[config.mk]
export PLATFORM = sky130hd
export DESIGN_NAME = ps_cfg_loader
export DESIGN_NICKNAME = d
export VERILOG_FILES = /design/src/rtl/ps_cfg_pkg.sv /design/src/rtl/ps_cfg_timer.sv /design/src/rtl/ps_cfg_shifter.sv /design/src/rtl/ps_cfg_loader.sv
export SDC_FILE = /design/constraint.sdc
export NUM_CORES = 1
export LEC_CHECK = 0
export BUFFER_PORTS_ARGS = -buffer_cell sky130_fd_sc_hd__buf_2
export CORE_ASPECT_RATIO = 2
export CORE_MARGIN = 1.5
export CORE_UTILIZATION = 59
export CTS_CLUSTER_SIZE = 16
export DETAILED_ROUTE_END_ITERATION = 8
export GPL_TIMING_DRIVEN = 0
export PLACE_DENSITY = 0.9
export SYNTH_ARGS = -nofsm -noshare
export SYNTH_HDL_FRONTEND = slang
export SYNTH_SLANG_ARGS = --single-unit
[constraint.sdc]
create_clock -name clk -period 3.2 [get_ports clk]
set_clock_uncertainty 0.15 [all_clocks]
set_input_delay 0.48 -clock clk [delete_from_list [all_inputs] [get_ports clk]]
set_output_delay 0.48 -clock clk [all_outputs]
set_load 0.01 [all_outputs]
[src/rtl/ps_cfg_pkg.sv]
package ps_cfg_pkg;

    typedef enum logic [3:0] {
        ST_IDLE,
        ST_PULSE,
        ST_POLL,
        ST_GAP,
        ST_WAIT_BYTE,
        ST_SHIFT,
        ST_END_CHK,
        ST_TAIL,
        ST_DONE,
        ST_FAIL
    } ld_state_e;

    typedef enum logic [2:0] {
        E_NONE      = 3'd0,
        E_PARTIAL   = 3'd1,
        E_NO_RESET  = 3'd2,
        E_NOT_READY = 3'd3,
        E_CFG_FAULT = 3'd4,
        E_NO_DONE   = 3'd5
    } ld_err_e;

endpackage

[src/rtl/ps_cfg_timer.sv]
module ps_cfg_timer #(
    parameter int W = 16
) (
    input  logic         clk,
    input  logic         rst_n,
    input  logic         load,
    input  logic [W-1:0] len,
    output logic         fire
);
    logic [W-1:0] cnt;
    logic         run;

    always_ff @(posedge clk or negedge rst_n) begin
        if (!rst_n) begin
            cnt <= '0;
            run <= 1'b0;
        end else if (load) begin
            cnt <= len;
            run <= 1'b1;
        end else if (run) begin
            cnt <= cnt - 1'b1;
            if (cnt == W'(1)) run <= 1'b0;
        end
    end

    assign fire = run && (cnt == W'(1));

    // a zero-length wait would never fire
    a_r3_len_nonzero: assert property (@(posedge clk) disable iff (!rst_n)
        load |-> (len != '0));
    a_r3_no_underflow: assert property (@(posedge clk) disable iff (!rst_n)
        run |-> (cnt != '0));
endmodule

[src/rtl/ps_cfg_shifter.sv]
module ps_cfg_shifter #(
    parameter int DIV = 4
) (
    input  logic       clk,
    input  logic       rst_n,
    input  logic       load,
    input  logic [7:0] din,
    output logic       sh_busy,
    output logic       dclk,
    output logic       dout
);
    localparam int CW = (DIV > 1) ? $clog2(DIV) : 1;

    logic [CW-1:0] ph;
    logic [2:0]    idx;
    logic [7:0]    sh;

    always_ff @(posedge clk or negedge rst_n) begin
        if (!rst_n) begin
            ph      <= '0;
            idx     <= '0;
            sh      <= '0;
            sh_busy <= 1'b0;
            dclk    <= 1'b0;
            dout    <= 1'b0;
        end else if (load && !sh_busy) begin
            sh      <= din;
            dout    <= din[0];
            idx     <= '0;
            ph      <= '0;
            sh_busy <= 1'b1;
            dclk    <= 1'b0;
        end else if (sh_busy) begin
            if (ph == CW'(DIV - 1)) begin
                ph <= '0;
                if (!dclk) begin
                    dclk <= 1'b1;
                end else begin
                    dclk <= 1'b0;
                    if (idx == 3'd7) begin
                        sh_busy <= 1'b0;
                    end else begin
                        idx  <= idx + 1'b1;
                        sh   <= sh >> 1;
                        dout <= sh[1];
                    end
                end
            end else begin
                ph <= ph + 1'b1;
            end
        end
    end

    // data held across the whole high phase
    a_r6_data_steady: assert property (@(posedge clk) disable iff (!rst_n)
        (dclk && $past(dclk)) |-> $stable(dout));
    a_r6_clock_only_when_busy: assert property (@(posedge clk) disable iff (!rst_n)
        $rose(dclk) |-> sh_busy);
endmodule

[src/rtl/ps_cfg_loader.sv]
module ps_cfg_loader
    import ps_cfg_pkg::*;
#(
    parameter int CYC_PER_US = 125,
    parameter int DIV        = 4,
    parameter int T_CFG_US   = 2,
    parameter int T_STAT_US  = 268,
    parameter int T_MAX0_US  = 1506,
    parameter int T_MAX1_US  = 3000,
    parameter int T_GAP0_US  = 2,
    parameter int T_GAP1_US  = 10
) (
    input  logic       clk,
    input  logic       rst_n,
    input  logic       start,
    input  logic       partial_req,
    input  logic       profile_sel,
    input  logic       lsb_first,
    input  logic       done_chk_en,
    input  logic       s_valid,
    input  logic [7:0] s_data,
    input  logic       s_last,
    output logic       s_ready,
    output logic       cfg_n,
    input  logic       stat_n,
    input  logic       conf_done,
    output logic       dclk,
    output logic       dout,
    output logic       busy,
    output logic       done,
    output logic [2:0] err
);
    localparam int SLICES0 = (T_MAX0_US + T_STAT_US - 1) / T_STAT_US;
    localparam int SLICES1 = (T_MAX1_US + T_STAT_US - 1) / T_STAT_US;
    localparam int SMAX    = (SLICES0 > SLICES1) ? SLICES0 : SLICES1;
    localparam int SLW     = $clog2(SMAX + 1);
    localparam int GMAX    = (T_GAP0_US > T_GAP1_US) ? T_GAP0_US : T_GAP1_US;
    localparam int UMAX1   = (T_STAT_US > GMAX) ? T_STAT_US : GMAX;
    localparam int UMAX    = (UMAX1 > T_CFG_US) ? UMAX1 : T_CFG_US;
    localparam int TW      = $clog2(UMAX * CYC_PER_US + 1);
    localparam logic [TW-1:0] L_CFG   = TW'(T_CFG_US * CYC_PER_US);
    localparam logic [TW-1:0] L_SLICE = TW'(T_STAT_US * CYC_PER_US);
    localparam logic [TW-1:0] L_GAP0  = TW'(T_GAP0_US * CYC_PER_US);
    localparam logic [TW-1:0] L_GAP1  = TW'(T_GAP1_US * CYC_PER_US);

    ld_state_e      st, st_nx;
    ld_err_e        err_q;
    logic           cfgn_q, prof_q, lsb_q, dchk_q, last_q;
    logic [SLW-1:0] slice_q, last_slice;
    logic           tmr_load, fire, sh_load, sh_busy;
    logic [TW-1:0]  tmr_len;
    logic [7:0]     sh_byte;

    function automatic logic [7:0] flip8(input logic [7:0] b);
        for (int i = 0; i < 8; i++) flip8[i] = b[7 - i];
    endfunction

    assign last_slice = prof_q ? SLW'(SLICES1 - 1) : SLW'(SLICES0 - 1);

    ps_cfg_timer #(.W(TW)) u_timer (
        .clk(clk), .rst_n(rst_n), .load(tmr_load), .len(tmr_len), .fire(fire)
    );

    ps_cfg_shifter #(.DIV(DIV)) u_shift (
        .clk(clk), .rst_n(rst_n), .load(sh_load), .din(sh_byte),
        .sh_busy(sh_busy), .dclk(dclk), .dout(dout)
    );

    // next-state and strobes
    always_comb begin
        st_nx    = st;
        tmr_load = 1'b0;
        tmr_len  = L_SLICE;
        sh_load  = 1'b0;
        sh_byte  = 8'h00;
        unique case (st)
            ST_IDLE, ST_DONE, ST_FAIL: begin
                if (start) begin
                    if (partial_req) begin
                        st_nx = ST_FAIL;
                    end else begin
                        st_nx    = ST_PULSE;
                        tmr_load = 1'b1;
                        tmr_len  = L_CFG;
                    end
                end
            end
            ST_PULSE: begin
                if (fire) begin
                    if (stat_n) begin
                        st_nx = ST_FAIL;
                    end else begin
                        st_nx    = ST_POLL;
                        tmr_load = 1'b1;
                    end
                end
            end
            ST_POLL: begin
                if (fire) begin
                    if (stat_n) begin
                        st_nx    = ST_GAP;
                        tmr_load = 1'b1;
                        tmr_len  = prof_q ? L_GAP1 : L_GAP0;
                    end else if (slice_q == last_slice) begin
                        st_nx = ST_FAIL;
                    end else begin
                        tmr_load = 1'b1;
                    end
                end
            end
            ST_GAP:       if (fire) st_nx = ST_WAIT_BYTE;
            ST_WAIT_BYTE: begin
                if (s_valid) begin
                    st_nx   = ST_SHIFT;
                    sh_load = 1'b1;
                    sh_byte = lsb_q ? s_data : flip8(s_data);
                end
            end
            ST_SHIFT:     if (!sh_busy) st_nx = last_q ? ST_END_CHK : ST_WAIT_BYTE;
            ST_END_CHK: begin
                if (!stat_n || (dchk_q && !conf_done)) begin
                    st_nx = ST_FAIL;
                end else begin
                    st_nx   = ST_TAIL;
                    sh_load = 1'b1;
                end
            end
            ST_TAIL:      if (!sh_busy) st_nx = ST_DONE;
            default:      st_nx = ST_IDLE;
        endcase
    end

    // state register
    always_ff @(posedge clk or negedge rst_n) begin
        if (!rst_n) st <= ST_IDLE;
        else        st <= st_nx;
    end

    // registered outputs and load context
    always_ff @(posedge clk or negedge rst_n) begin
        if (!rst_n) begin
            cfgn_q  <= 1'b1;
            err_q   <= E_NONE;
            prof_q  <= 1'b0;
            lsb_q   <= 1'b0;
            dchk_q  <= 1'b0;
            last_q  <= 1'b0;
            slice_q <= '0;
        end else begin
            unique case (st)
                ST_IDLE, ST_DONE, ST_FAIL: begin
                    if (start) begin
                        if (partial_req) begin
                            err_q <= E_PARTIAL;
                        end else begin
                            err_q  <= E_NONE;
                            cfgn_q <= 1'b0;
                            prof_q <= profile_sel;
                            lsb_q  <= lsb_first;
                            dchk_q <= done_chk_en;
                        end
                    end
                end
                ST_PULSE: begin
                    if (fire) begin
                        if (stat_n) begin
                            err_q <= E_NO_RESET;
                        end else begin
                            cfgn_q  <= 1'b1;
                            slice_q <= '0;
                        end
                    end
                end
                ST_POLL: begin
                    if (fire && !stat_n) begin
                        if (slice_q == last_slice) err_q <= E_NOT_READY;
                        slice_q <= slice_q + 1'b1;
                    end
                end
                ST_WAIT_BYTE: if (s_valid) last_q <= s_last;
                ST_END_CHK: begin
                    if (!stat_n)                   err_q <= E_CFG_FAULT;
                    else if (dchk_q && !conf_done) err_q <= E_NO_DONE;
                end
                default: ;
            endcase
        end
    end

    assign cfg_n   = cfgn_q;
    assign err     = err_q;
    assign s_ready = (st == ST_WAIT_BYTE);
    assign done    = (st == ST_DONE);
    assign busy    = !(st inside {ST_IDLE, ST_DONE, ST_FAIL});

    // no clock outside the data and tail phases
    a_r4_clock_quiet: assert property (@(posedge clk) disable iff (!rst_n)
        (st inside {ST_IDLE, ST_PULSE, ST_POLL, ST_GAP, ST_END_CHK, ST_DONE, ST_FAIL}) |-> !dclk);
    // request stays low during the pulse
    a_r2_pulse_low: assert property (@(posedge clk) disable iff (!rst_n)
        (st == ST_PULSE) |-> !cfg_n);
    // a partial request touches no pin
    a_r11_partial_hands_off: assert property (@(posedge clk) disable iff (!rst_n)
        ((st inside {ST_IDLE, ST_DONE, ST_FAIL}) && start && partial_req)
        |=> ($stable(cfg_n) && err == 3'd1 && !dclk));
    // a byte is only taken when the serializer is free
    a_r7_ready_free: assert property (@(posedge clk) disable iff (!rst_n)
        s_ready |-> (!sh_busy && !dclk));
    // clean completion carries no error
    a_r10_done_clean: assert property (@(posedge clk) disable iff (!rst_n)
        done |-> (err == 3'd0 && !busy && cfg_n));
    // a timeout leaves the request released
    a_r3_timeout_released: assert property (@(posedge clk) disable iff (!rst_n)
        (err == 3'd3) |-> cfg_n);
endmodule

==> metrics.txt, run 1 <==
Post-synth EDFFs 0; unrepaired setup endpoints after global routing false; DR iter-0 viols 84; Distinct cells, synth 57; die width 51.30 um; Worst-path clk slew 0.09 ns; GPL Wtd Cong 0.8738; IO Pins 28; H-tree depth 2; Static Leak 1.332 nW; Via density 6.347; top post-synthesis cells by area dfrtp_1 (43%), mux2_2 (5.3%), nor2_1 (4.1%), xor2_1 (3.8%), nand2_1 (3.5%); Async S/R FF share, synth 1.000; critical path type reg2reg; via count 2399; Core Footprint 4554 um2; Mapped Area 2753 um2; Setup violations, final 0; peak supply drop 540.5 uV; YS warnings 0; Synthesized Nets 313; total wire length 6.589 mm; Critical Path RT 3.25 ns; crit path time final 2.999 ns; Tot Pwr 2.625 mW; Worst Path Arrival 3.05 ns; Die Span Y 99.60 um; Startpoint Class flop; Sw Share 0.4049; # diodes 0; number of max-cap violations 0; PD cells 859.6 nW/um2; WL/cell 17.43 um; postcts setup bufs 0; dpl cells 370; clk_lat worst skew 0.31 ns; total die area 5109 um2; run status complete, no violations; post-synth top area share 0.4273; post-cts sizing count 0; post-DP HPWL 4.801 mm; upper clock frequency limit 0.3334 GHz; TritonCTS Sinks 48; standard-cell rows 35; Mapped Avg Cell Area 9.558 um2; initial antenna violation count 0; count leader, synth dfrtp_1; First-pass DRT Iterations 5; setup TNS 0 ns; WP buf/inv 1; total congestion overflow 0; Switch Pwr 1.063 mW; vias in the first global route 2368; layout cell share with drive strength beyond 1 0.1734; Finished Layout Cells 378; Reg area 1202 um2; Mapped Cells 288; Inserted Clock Buffers 5; final hold vios 0; crit path cell chain inv_1, ha_1, or4b_1, or4_4, nor2_1, o21ai_1, a221oi_1; WHS 0.2026 ns; Gate power share 0.449; fillers 380; final max-slew violation count 0; register area share after synthesis 0.4368; Internal Power 1.562 mW; HP Class in2async; first-pass GRT wire length 10.75 mm; Port Buffers 27; root buf cell clkbuf_8; antenna viol nets, final 0; Worst path slowest cell nor2_1; Rel. slew slack 0.2970; nature of the critical path endpoint flop; worst-path maximum fanout 8; Post-CTS Hold Buffers 0; CTS Buffer Depth 2; flops & latches, synth 48; P&R area growth vs syn 10.95%; CTS tree done; actual slew at the worst max-slew pin 1.055 ns; clock share of power 0.149; largest area contributor in the netlist dfrtp_1; Starting Density 0.6044; total track usage 0.2755; family with the most delay on the worst path simple AND/OR/NAND/NOR gates; Final period util 0.9372; largest net degree at the start of global routing 49; Post-synth top cells dfrtp_1 (47), nor2_1 (30), nand2_1 (26); register share of total power 0.402; Multi-input gate area 1475 um2; CP peak stage delay 0.49 ns; DRC 0; fin nets 347; Top FF cell, synth dfrtp_1
==> cells in the final DEF, fill, tap and decap left out, types with 8 or more instances in the layout <==
cell type,instances
dfrtp_1,47
nand3_1,8
xor2_1,12
a21oi_1,11
mux2_2,13
nand2_1,26
o21ai_0,15
clkbuf_1,12
buf_2,27
nor2_1,30
==> stage by stage <==
| stage | utilization | instance area, um2 | setup WS (ns) |
|---|---|---|---|
| 3_5_place_dp | 0.6492 | 2957 | 0.3141 |
| 6_report | 0.6706 | 3054 | 0.2010 |
| 5_1_grt | 0.6706 | 3054 | 0.07523 |
| 2_1_floorplan | - | 2753 | 0.6073 |
| 3_3_place_gp | 0.6492 | 2957 | 0.3715 |
| 4_1_cts | 0.6706 | 3054 | 0.2348 |
==> path summary, 6_finish.rpt <==
kind	startpoint	to	slack [ns]	cells past startpoint
min	rst_n	slice_q[0]	0.20	1
max	u_timer.cnt[1]	u_timer.cnt[1]	0.20	7
min reg2reg	err[2]	err[2]	0.37	1
max reg2reg	u_timer.cnt[1]	u_timer.cnt[1]	0.20	7
min in group clk	s_last	last_q	0.26	2
max in group asynchronous	rst_n	u_shift.sh[4]	2.04	1
==> layout make-up <==
| type | instances | area share |
|---|---|---|
| Buffer | 13 | 0.01598 |
| Clock buffer | 6 | 0.02704 |
| Clock inverter | 2 | 0.004916 |
| Inverter | 7 | 0.008603 |
| Multi-Input combinational cell | 220 | 0.4830 |
| Sequential cell | 48 | 0.3937 |
| Tap cell | 55 | 0.02253 |
| Timing Repair Buffer | 27 | 0.04424 |
==> kinds of logic (layout without fill, tap and decap cells) <==
logic type,count (synthesis),after routing,synth area share
AND/OR/NAND/NOR,117,117,0.2273
AO/OA/AOI/OAI,64,64,0.1627
flip-flops,48,48,0.4368
buffers and inverters,20,55,0.02727
multiplexers,17,17,0.06773
XOR/XNOR,16,16,0.05091
adder cells (fa/ha/maj),6,6,0.02727
==> power by group through the flow <==
stage               Clock [mW]  Sequential [mW]  Combinational (mW)
floorplan                    0             1.02               0.878
global placement             0             1.04                1.09
detailed placement           0             1.06                1.16
CTS                      0.397             1.05                1.17
global route             0.418             1.09                1.30
finish                   0.391             1.06                1.18
==> state kept, by name, indices dropped and copies added (netlist names) <==
name / flops
u_shift.sh_busy: 1
st: 4
lsb_q: 1
u_timer.cnt: 16
dchk_q: 1
prof_q: 1
err: 3
u_shift.dclk: 1
cfg_n: 1
u_shift.ph: 2
slice_q: 4
last_q: 1
u_timer.run: 1
u_shift.sh: 8
u_shift.idx: 3
==> layer usage <==
layer / track usage / up-vias / routed length (um)
li1: - / 1117 / -
met1: 0.2897 / 1179 / 2410
met2: 0.4995 / 78 / 3650
met3: 0.04955 / 25 / 231
met4: 0.1478 / 0 / 297
met5: 0 / - / 0
(Power assumes the default switching activity.)
==> run 2: changes to the inputs <==
--- a/config.mk
+++ b/config.mk
@@ -5,14 +5,14 @@
 export SDC_FILE = /design/constraint.sdc
 export NUM_CORES = 1
 export LEC_CHECK = 0
-export BUFFER_PORTS_ARGS = -buffer_cell sky130_fd_sc_hd__buf_2
 export CORE_ASPECT_RATIO = 2
 export CORE_MARGIN = 1.5
-export CORE_UTILIZATION = 59
+export CORE_UTILIZATION = 63
 export CTS_CLUSTER_SIZE = 16
 export DETAILED_ROUTE_END_ITERATION = 8
-export GPL_TIMING_DRIVEN = 0
-export PLACE_DENSITY = 0.9
+export DONT_BUFFER_PORTS = 1
+export PLACE_DENSITY = 0.89
+export RECOVER_POWER = 50
 export SYNTH_ARGS = -nofsm -noshare
 export SYNTH_HDL_FRONTEND = slang
 export SYNTH_SLANG_ARGS = --single-unit
==> metrics.txt, run 2 (synthesis gave the netlist of run 1 again) <==
IO Pins 28; via count 2254; upper clock frequency limit 0.3600 GHz; peak supply drop 614.3 uV; crit path time final 2.778 ns; layout cell share with drive strength beyond 1 0.1084; fin nets 310; nature of the critical path endpoint flop; First-pass DRT Iterations 5; first-pass GRT wire length 10.27 mm; run status complete, no violations; R2R Path Start u_timer.cnt[1]; Multi-input gate area 1475 um2; number of max-cap violations 0; R2R setup slack 0.42 ns; critical path type reg2reg; total track usage 0.2826; # diodes 0; R2R Path End u_timer.cnt[1]; Final period util 0.8681; worst-path maximum fanout 8; Worst Path Arrival 2.84 ns; CTS Buffer Depth 2; setup TNS 0 ns; Core Footprint 4129 um2; Starting Density 0.6667; critical path startpoint u_timer.cnt[1]; PD cells 900.8 nW/um2; antenna viol nets, final 0; Largest regs u_timer.cnt x16, u_shift.sh x8; Startpoint Class flop; DR iter-0 viols 91; root buf cell clkbuf_8; Inserted Clock Buffers 5; total die area 4799 um2; Die Span Y 96.48 um; Rel. slew slack 0.2209; Top reg by flops u_timer.cnt; Port Buffers 0; postcts setup bufs 0; largest net degree at the start of global routing 49; final hold vios 0; Static Leak 1.233 nW; HP Class in2reg; WL/cell 18.21 um; standard-cell rows 33; actual slew at the worst max-slew pin 1.169 ns; final worst slack 0.4222 ns; post-DP HPWL 4.536 mm; Setup violations, final 0; CTS tree done; total wire length 6.155 mm; fillers 301; initial antenna violation count 0; post-cts sizing count 0; Place WS 0.4714 ns; die width 49.74 um; R2R depth 7; Via density 6.669; P&R area growth vs syn 5.818%; unrepaired setup endpoints after global routing false; final max-slew violation count 0; crit path capture u_timer.cnt[1]; max reg flops 16; clk_lat worst skew 0.32 ns; GPL Wtd Cong 0.8412; leading cell type in the layout, fill and taps excluded dfrtp_1; Reg area 1202 um2; total congestion overflow 0; most frequent cells in the layout dfrtp_1 (47), nor2_1 (30), nand2_1 (26); DRC 0; Critical Path RT 3.27 ns; H-tree depth 2; vias in the first global route 2338; TritonCTS Sinks 48; Worst-path clk slew 0.09 ns; Post-CTS Hold Buffers 2
## run 2: changes by cell type in the layout (fill, tap and decap cells not counted), sizes merged
cell / before / now
buf: 28 / 1
clkbuf: 18 / 7
dlygate4sd3: 0 / 1
bufinv: 0 / 1
clkinv: 0 / 1
clkinvlp: 2 / 0
## run 2: where the power goes
part           total (mW)  internal [mW]  switching, mW
Combinational       0.980          0.486          0.494
Sequential           1.18          0.858          0.320
Clock               0.466          0.255          0.210
## run 2: cell type report
| type | instances | area share |
|---|---|---|
| Sequential cell | 48 | 0.4128 |
| Clock buffer | 6 | 0.02835 |
| Inverter | 7 | 0.009021 |
| Multi-Input combinational cell | 220 | 0.5064 |
| Clock inverter | 2 | 0.01332 |
| Tap cell | 52 | 0.02234 |
| Timing Repair Buffer | 3 | 0.007732 |
## run 2: worst max-delay path, cell delays in order, from the launching register on
cell and delay [ns]:
dfrtp_1 0.42, inv_1 0.09, ha_1 0.13, or4b_1 0.43, or4_4 0.47, nor2_1 0.40
o21ai_1 0.27, a221oi_1 0.33
## run 2: per-stage QoR
| stage | instances | cell area [um2] | power (mW) | hold WS (ns) | utilization |
|---|---|---|---|---|---|
| 5_1_grt | 338 | 2913 | 2.797 | 0.1557 | 0.7055 |
| 3_3_place_gp | 328 | 2776 | 2.071 | 0.03532 | 0.6724 |
| 4_1_cts | 338 | 2935 | 2.620 | 0.1613 | 0.7109 |
| 2_1_floorplan | 288 | 2753 | 1.900 | 0.03441 | - |
| 6_report | 338 | 2913 | 2.624 | 0.1633 | 0.7055 |
| 3_5_place_dp | 328 | 2776 | 2.135 | 0.03542 | 0.6724 |
## run 2: worst min-delay path by stage
stage                       endpoint  cells after the start   startpoint  slack, ns
after detailed placement  slice_q[1]                      0        rst_n       0.04
final                         dchk_q                      1  done_chk_en       0.16
after global placement    slice_q[2]                      0        rst_n       0.04
after floorplan               dchk_q                      0        rst_n       0.03
after CTS                      lsb_q                      1    lsb_first       0.16
after global routing           lsb_q                      1    lsb_first       0.16
## run 2: routing by layer
layer | vias to the layer above | share of wire | GRT usage
met5 | - | 0 | 0
met4 | 0 | 0.050 | 0.2106
met3 | 27 | 0.043 | 0.05538
met2 | 79 | 0.56 | 0.5044
met1 | 1105 | 0.35 | 0.2854
li1 | 1043 | - | -
